==> src/rtl/lpbk_pkg.sv <==
package lpbk_pkg;

    typedef enum logic [1:0] {
        ST_OFF   = 2'd0,
        ST_FILL  = 2'd1,
        ST_DRAIN = 2'd2
    } lpbk_state_e;

endpackage

==> src/rtl/lpbk_ctrl.sv <==
module lpbk_ctrl
    import lpbk_pkg::*;
(
    input  logic        clk,
    input  logic        rst_n,
    input  logic        lpbk_en,
    input  logic        tx_valid,
    input  logic        tx_end,
    input  logic        rd_stb,
    output lpbk_state_e state,
    output logic        wr_en,
    output logic        rd_en,
    output logic        end_en
);

    lpbk_state_e state_nxt;
    logic        end_ok;

    // a packet end counts unless the packet is already closed and no byte comes with it
    always_comb begin
        end_ok = lpbk_en && tx_end && ((state != ST_DRAIN) || tx_valid);
    end

    always_comb begin
        state_nxt = state;
        unique case (state)
            ST_OFF: begin
                if (!lpbk_en)    state_nxt = ST_OFF;
                else if (end_ok) state_nxt = ST_DRAIN;
                else             state_nxt = ST_FILL;
            end
            ST_FILL: begin
                if (!lpbk_en)    state_nxt = ST_OFF;
                else if (end_ok) state_nxt = ST_DRAIN;
                else             state_nxt = ST_FILL;
            end
            ST_DRAIN: begin
                if (!lpbk_en)      state_nxt = ST_OFF;
                else if (end_ok)   state_nxt = ST_DRAIN;
                else if (tx_valid) state_nxt = ST_FILL;
                else               state_nxt = ST_DRAIN;
            end
            default: state_nxt = ST_OFF;
        endcase
    end

    always_ff @(posedge clk or negedge rst_n) begin
        if (!rst_n) state <= ST_OFF;
        else        state <= state_nxt;
    end

    always_comb begin
        wr_en  = lpbk_en && tx_valid;
        rd_en  = lpbk_en && rd_stb;
        end_en = end_ok;
    end

endmodule

==> src/rtl/lpbk_ptrs.sv <==
module lpbk_ptrs #(
    parameter int DEPTH = 8,
    localparam int AW = (DEPTH > 1) ? $clog2(DEPTH) : 1,
    localparam int CW = $clog2(DEPTH + 1)
) (
    input  logic          clk,
    input  logic          rst_n,
    input  logic          wr_en,
    input  logic          rd_en,
    input  logic          end_en,
    output logic [AW-1:0] wr_ptr,
    output logic [AW-1:0] rd_ptr,
    output logic [CW-1:0] fill_cnt
);

    logic [AW-1:0] wr_ptr_nxt;
    logic [CW-1:0] cnt_nxt;
    logic [AW:0]   back_sum;
    logic [AW-1:0] oldest;

    function automatic logic [AW-1:0] step(input logic [AW-1:0] p);
        if (p == AW'(DEPTH - 1)) return '0;
        else                     return p + AW'(1);
    endfunction

    always_comb begin
        wr_ptr_nxt = wr_en ? step(wr_ptr) : wr_ptr;
        if (wr_en && (fill_cnt != CW'(DEPTH))) cnt_nxt = fill_cnt + CW'(1);
        else                                   cnt_nxt = fill_cnt;
    end

    // oldest retained slot: next write slot minus the number of held bytes, modulo DEPTH
    always_comb begin
        back_sum = {1'b0, wr_ptr_nxt} + (AW+1)'(DEPTH) - (AW+1)'(cnt_nxt);
        if (back_sum >= (AW+1)'(DEPTH)) back_sum = back_sum - (AW+1)'(DEPTH);
        oldest = back_sum[AW-1:0];
    end

    always_ff @(posedge clk or negedge rst_n) begin
        if (!rst_n) begin
            wr_ptr   <= '0;
            fill_cnt <= '0;
        end else begin
            wr_ptr   <= wr_ptr_nxt;
            fill_cnt <= cnt_nxt;
        end
    end

    always_ff @(posedge clk or negedge rst_n) begin
        if (!rst_n)      rd_ptr <= '0;
        else if (end_en) rd_ptr <= oldest;
        else if (rd_en)  rd_ptr <= step(rd_ptr);
    end

endmodule

==> src/rtl/lpbk_store.sv <==
module lpbk_store #(
    parameter int DATA_W = 8,
    parameter int DEPTH  = 8,
    localparam int AW = (DEPTH > 1) ? $clog2(DEPTH) : 1
) (
    input  logic              clk,
    input  logic              rst_n,
    input  logic              wr_en,
    input  logic [AW-1:0]     wr_ptr,
    input  logic [DATA_W-1:0] wr_data,
    input  logic              rd_req,
    input  logic              rd_en,
    input  logic [AW-1:0]     rd_ptr,
    output logic [DATA_W-1:0] rd_data
);

    logic [DATA_W-1:0] slot [DEPTH];

    for (genvar g = 0; g < DEPTH; g++) begin : g_slot
        always_ff @(posedge clk or negedge rst_n) begin
            if (!rst_n)
                slot[g] <= '0;
            else if (wr_en && (wr_ptr == AW'(g)))
                slot[g] <= wr_data;
        end
    end

    always_ff @(posedge clk or negedge rst_n) begin
        if (!rst_n)      rd_data <= '0;
        else if (rd_req) rd_data <= rd_en ? slot[rd_ptr] : '0;
    end

endmodule

==> src/rtl/lpbk_readback_buf.sv <==
module lpbk_readback_buf
    import lpbk_pkg::*;
#(
    parameter int DATA_W = 8,
    parameter int DEPTH  = 8,
    localparam int AW = (DEPTH > 1) ? $clog2(DEPTH) : 1,
    localparam int CW = $clog2(DEPTH + 1)
) (
    input  logic              clk,
    input  logic              rst_n,
    input  logic              lpbk_en,
    input  logic              tx_valid,
    input  logic [DATA_W-1:0] tx_byte,
    input  logic              tx_end,
    input  logic              rd_stb,
    output logic [DATA_W-1:0] rd_data
);

    lpbk_state_e   state;
    logic          wr_en;
    logic          rd_en;
    logic          end_en;
    logic [AW-1:0] wr_ptr;
    logic [AW-1:0] rd_ptr;
    logic [CW-1:0] fill_cnt;

    lpbk_ctrl u_ctrl (
        .clk      (clk),
        .rst_n    (rst_n),
        .lpbk_en  (lpbk_en),
        .tx_valid (tx_valid),
        .tx_end   (tx_end),
        .rd_stb   (rd_stb),
        .state    (state),
        .wr_en    (wr_en),
        .rd_en    (rd_en),
        .end_en   (end_en)
    );

    lpbk_ptrs #(.DEPTH(DEPTH)) u_ptrs (
        .clk      (clk),
        .rst_n    (rst_n),
        .wr_en    (wr_en),
        .rd_en    (rd_en),
        .end_en   (end_en),
        .wr_ptr   (wr_ptr),
        .rd_ptr   (rd_ptr),
        .fill_cnt (fill_cnt)
    );

    lpbk_store #(.DATA_W(DATA_W), .DEPTH(DEPTH)) u_store (
        .clk     (clk),
        .rst_n   (rst_n),
        .wr_en   (wr_en),
        .wr_ptr  (wr_ptr),
        .wr_data (tx_byte),
        .rd_req  (rd_stb),
        .rd_en   (rd_en),
        .rd_ptr  (rd_ptr),
        .rd_data (rd_data)
    );

endmodule

==> config.mk <==
export PLATFORM = sky130hd
export DESIGN_NAME = lpbk_readback_buf
export DESIGN_NICKNAME = d
export VERILOG_FILES = /design/src/rtl/lpbk_pkg.sv /design/src/rtl/lpbk_ctrl.sv /design/src/rtl/lpbk_ptrs.sv /design/src/rtl/lpbk_store.sv /design/src/rtl/lpbk_readback_buf.sv
export SDC_FILE = /design/constraint.sdc
export NUM_CORES = 1
export LEC_CHECK = 0
export BUFFER_PORTS_ARGS = -buffer_cell sky130_fd_sc_hd__clkbuf_2
export CORE_MARGIN = 8
export CORE_UTILIZATION = 60
export CTS_BUF_LIST = sky130_fd_sc_hd__clkbuf_16
export DETAILED_ROUTE_END_ITERATION = 8
export GPL_TIMING_DRIVEN = 0
export MAX_ROUTING_LAYER = met4
export PLACE_DENSITY_LB_ADDON = 0.08
export SETUP_SLACK_MARGIN = 0.1
export SYNTH_ARGS = -nofsm -noshare
export SYNTH_HDL_FRONTEND = slang
export SYNTH_SLANG_ARGS = --single-unit
==> constraint.sdc <==
create_clock -name clk -period 3.3 [get_ports clk]
set_input_delay 0.66 -clock clk [delete_from_list [all_inputs] [get_ports clk]]
set_output_delay 0.66 -clock clk [all_outputs]
set_load 0.02 [all_outputs]
# Yosys cells after proc, flatten, opt, wreduce, memory -nomap -nowiden
# Index checks and enable logic that the tools add are counted.
# word_totals
out_inout_bits	8
ff_bits	84
# classes
n_lt_le_gt_ge	2
n_addsub	6
n_eq_ne	12
n_bitwise	1
reduce_logical	18
mux	17
# ops
cell	n
$bmux 8 s3	1
$mux 8	3
$mux 3	6
$eq 3x3->1 const B	5
$logic_and 1x1->1	13
$mux 2	5
$ge 4x4->1 const B	2
$add 3x1->3 const B	2
$eq 3x2->1 const B	2
$add 3x4->4 const B	1
$add 4x1->4 const B	1
$mux 4	1
$ne 4x4->1 const B	1
$not 3->4	1
$pmux 2 s2	1
$sub 4x4->4	1
$eq 3x1->1 const B	1
$logic_not 3->1	1
$sub 3x1->3 const B	1
$eq 2x1->1 const B	1
$eq 2x2->1 const B	1
$logic_not 2->1	1
$ne 2x2->1 const B	1
$reduce_bool 2->1	1
2 further kinds	2

# Logic depth before layout (Yosys ltp)
# logic_depth
ltp_word	8
depth_mapped	11
depth_no_buf	11

# Hierarchy
# Synthesis repeated with hierarchy kept, for this count alone.
# unflattened
cells_unflattened	282
area_unflattened_um2	4001.3
# modules_own_cells
module	instances	area_per_inst_um2	cells_per_inst
lpbk_store	1	3284.4	216
lpbk_ptrs	1	595.6	53
lpbk_ctrl	1	121.4	13

# Worst setup path after synthesis
# No wires, ideal clock.
# synth_timing
kind	input-to-reg
start	input lpbk_en
end	register u_ptrs.rd_ptr[2]
n_path_buf	2
cell_stages	11
t_required_ns	3.204
arrival_ns	2.702
setup_slack_ns	0.502
setup_ns	0.096
path_cell_list	buf_2 -> and2_1 -> buf_2 -> o21ai_1 -> xnor2_1 -> ha_1 -> inv_1 -> fa_1 -> or3_1 -> and3_1 -> o31ai_1
# synth_between
elab_chain_cells	7
word_cells_on_any_way	14
# synth_rtl
item	line	rtl
start, declared	lpbk_readback_buf.sv:11	input logic lpbk_en,
$logic_and 1x1->1 (*)	lpbk_ctrl.sv:53	wr_en = lpbk_en && tx_valid;
$logic_and 1x1->1 (*)	lpbk_ptrs.sv:28	if (wr_en && (fill_cnt != CW'(DEPTH))) cnt_nxt = fill_cnt + CW'(1);
$mux 4 (*)	lpbk_ptrs.sv:28	
via u_ptrs.cnt_nxt[0]	lpbk_ptrs.sv:17	logic [CW-1:0] cnt_nxt;
$sub 4x4->4 (*)	lpbk_ptrs.sv:34	back_sum = {1'b0, wr_ptr_nxt} + (AW+1)'(DEPTH) - (AW+1)'(cnt_nxt);
$ge 4x4->1 or $sub 3x1->3 (tied branches)	lpbk_ptrs.sv:35	if (back_sum >= (AW+1)'(DEPTH)) back_sum = back_sum - (AW+1)'(DEPTH);
$mux 3 (*)	lpbk_ptrs.sv:35	
$mux 3 (*)	lpbk_ptrs.sv:51	else if (end_en) rd_ptr <= oldest;
end signal, assigned	lpbk_ptrs.sv:51	
end signal, assigned	lpbk_ptrs.sv:52	else if (rd_en) rd_ptr <= step(rd_ptr);
end, declared	lpbk_ptrs.sv:12	output logic [AW-1:0] rd_ptr,
# Mark *: on every way through the listed nets, which the timed path passes. The rest lies on a longest branch.
# A chain may end at the register's enable or synchronous reset.

# Worst setup path in the final report
# Ends and elaborated chain as after synthesis.

==> results.cfg <==
[cells_and_area]
layout_common_cells = dfrtp_1 (84), mux2_2 (63), mux2i_1 (33)
nNetsFinal = 372
num_antenna_cells = 0
final_cells = 427
design_area_um2 = 4490
fillers = 466
fin_util = 0.707
final_common_cell = dfrtp_1
syn_to_final_growth_pct = 13.5
drive_gt1_frac = 0.306

[timing]
relSlewSlack = 0.453
tightestPinTransition_ns = 0.818
hold_viol = 0
fmax_mhz = 366
finalSetupTns_ns = 0
rsz0062_at_grt = false
setup_viol = 0
fin_crit_ns = 2.73
final_max_slew_viol_count = 0
finalCritPeriodShare = 0.828
holdWs_ns = 0.291
skew_ns = 0.00550

[logic_synthesis]
syn-num-nets = 340
yosys_warnings = 0
synth_top_area_frac = 0.532
synth_edf_count = 0
synth_area_um2 = 3950
avgSynthCellArea_um2 = 12.6
ys_seq_area_frac = 0.532
synth.distinct_cells = 32
ys_async_sr_fraction = 1.00
yosysTopAreaCell = dfrtp_1
yosys_register_bits = 84
synthTopCellsByArea = dfrtp_1 (53%), mux2_2 (18%), mux2i_1 (8.4%)
syn_inst = 314
ys.flop_type = dfrtp_1

[power_and_ir_drop]
pwr-share-clk = 0.239
ir_drop_uv = 552
combinationalPowerShare = 0.353
leakage_nw = 2.14
p_sw_w = 0.00142
p_per_area_nw_per_um2 = 966
p_int_w = 0.00292
p_sw_frac = 0.327
seqPwrFrac = 0.408

[critical_path]
crit_type = input port to register
critPathLaunch = lpbk_en
end_kind = register
rr_worst_depth = 11
arrival_ns = 2.96
start_kind = input port
r2r_slack_ns = 0.69
rr_endpoint = u_ptrs.rd_ptr[2]
r2r-start = u_ptrs.fill_cnt[0]
cp_max_fo = 9
cp.required_ns = 3.53

[placement]
portBuffers = 20
dpl_cell_area_um2 = 4180
place_congestion = 0.804
dp.cells = 412
hpwl_um = 5420

[clock_tree]
cts_sinks = 84
cts-root-buf = clkbuf_16
hold_buffers = 0
cts_buffer_depth = 2
cts_tree = done
cts_resized = 0
cts_buffers = 9
h-tree-depth = 3
insertion_delay_ns = 0.33
cts_setup_buffers = 0
clk_pin_slew_ns = 0.06

[route]
vias = 2507
wl_um = 8390
antenna_left = 0
first_pass_iters = 4
viasPerCell = 5.87
wl_per_cell_um = 19.7
drc = 0
drt_iter0_markers = 64

[grt]
gr-total-overflow = 0
grt_pass1_vias = 2575
grt_start_max_net_pins = 57
grt_pass1_wl_um = 13800
grtUsageTotal = 0.189
antenna_found_initial = 0

[die]
row_count = 29
start_util = 0.623
die_w_um = 97.2
die-area_um2 = 9440
die_height_um = 97.2
io_pins = 22
core_um2 = 6350

[run_status]
status = complete, no violations

[worst_hold_path]
hp-class = input port to async pin

[job]
drv_cap = 0
## cell families (layout without fill, tap and decap cells)
group,after synthesis,in the layout,share of synthesized area
AND/OR/NAND/NOR,48,48,0.0614
buffers and inverters,30,66,0.0307
flip-flops,84,84,0.532
AO/OA/AOI/OAI,38,38,0.0576
adder cells (fa/ha/maj),12,12,0.0399
XOR/XNOR,2,2,0.00443
multiplexers,100,100,0.274
## cell type report
class | count | area [um2] | area share
tap | 77 | 96.3 | 0.0215
buffer | 12 | 53.8 | 0.0120
clock buffer | 9 | 225 | 0.0502
multi-input combinational | 200 | 1730 | 0.386
timing repair buffer | 21 | 130 | 0.0290
inverter | 18 | 67.6 | 0.0151
sequential | 84 | 2100 | 0.468
clock inverter | 6 | 81.3 | 0.0181
## stage by stage
| stage | total power, W | setup slack, ns |
|---|---|---|
| after floorplan | 0.00289 | 0.502 |
| after global placement | 0.00325 | 0.296 |
| after detailed placement | 0.00331 | 0.268 |
| after CTS | 0.00436 | 0.594 |
| after global routing | 0.00461 | 0.387 |
| final | 0.00434 | 0.569 |
## registers in the layout, summed over array words and instances (netlist names), named ones only
signal           flops
u_store.rd_data      8
u_ctrl.state         2
u_ptrs.fill_cnt      3
u_ptrs.rd_ptr        3
u_store.slot        64
u_ptrs.wr_ptr        3
## cell usage after synthesis, drive strengths merged (3+ instances only)
cell and number:
o21ai 12, a31oi 8, nand3 12, buf 9
mux2 67, nand2 19, and3 3, dfrtp 84
a22oi 8, inv 18, a21oi 7, ha 11
nor2 4, clkbuf 3, mux2i 33
## per-layer routing
layer / up-vias / share of wire / global-route usage
met1: 1279 / 0.47 / 0.247
met5: - / 0 / -
met4: 0 / 0.014 / 0.0675
met3: 8 / 0.033 / 0.0299
li1: 1176 / - / -
met2: 44 / 0.48 / 0.292
## worst max path at each step
stage,endpoint,cells past startpoint
after floorplan,u_ptrs.rd_ptr[2],11
after global placement,u_ptrs.rd_ptr[2],11
after detailed placement,u_ptrs.rd_ptr[2],11
after CTS,u_ptrs.rd_ptr[2],11
after global routing,u_ptrs.rd_ptr[2],11
final,u_ptrs.rd_ptr[2],11
## worst max-delay path, cell delays in order
cell     delay (ns)
buf_2          0.16
and2_1         0.13
buf_2          0.22
o21ai_1        0.14
xnor2_1        0.22
ha_1           0.18
inv_1          0.05
fa_1           0.38
or3_1          0.39
and3_1         0.19
o31ai_1        0.24
## power groups by stage
stage / clock, W / combinational [W] / sequential (W)
floorplan: 0 / 0.00113 / 0.00176
global placement: 0 / 0.00149 / 0.00176
detailed placement: 0 / 0.00153 / 0.00178
CTS: 0.00105 / 0.00154 / 0.00177
global route: 0.00110 / 0.00169 / 0.00183
finish: 0.00104 / 0.00153 / 0.00177
Note: power is estimated with default switching activity, not from simulation.
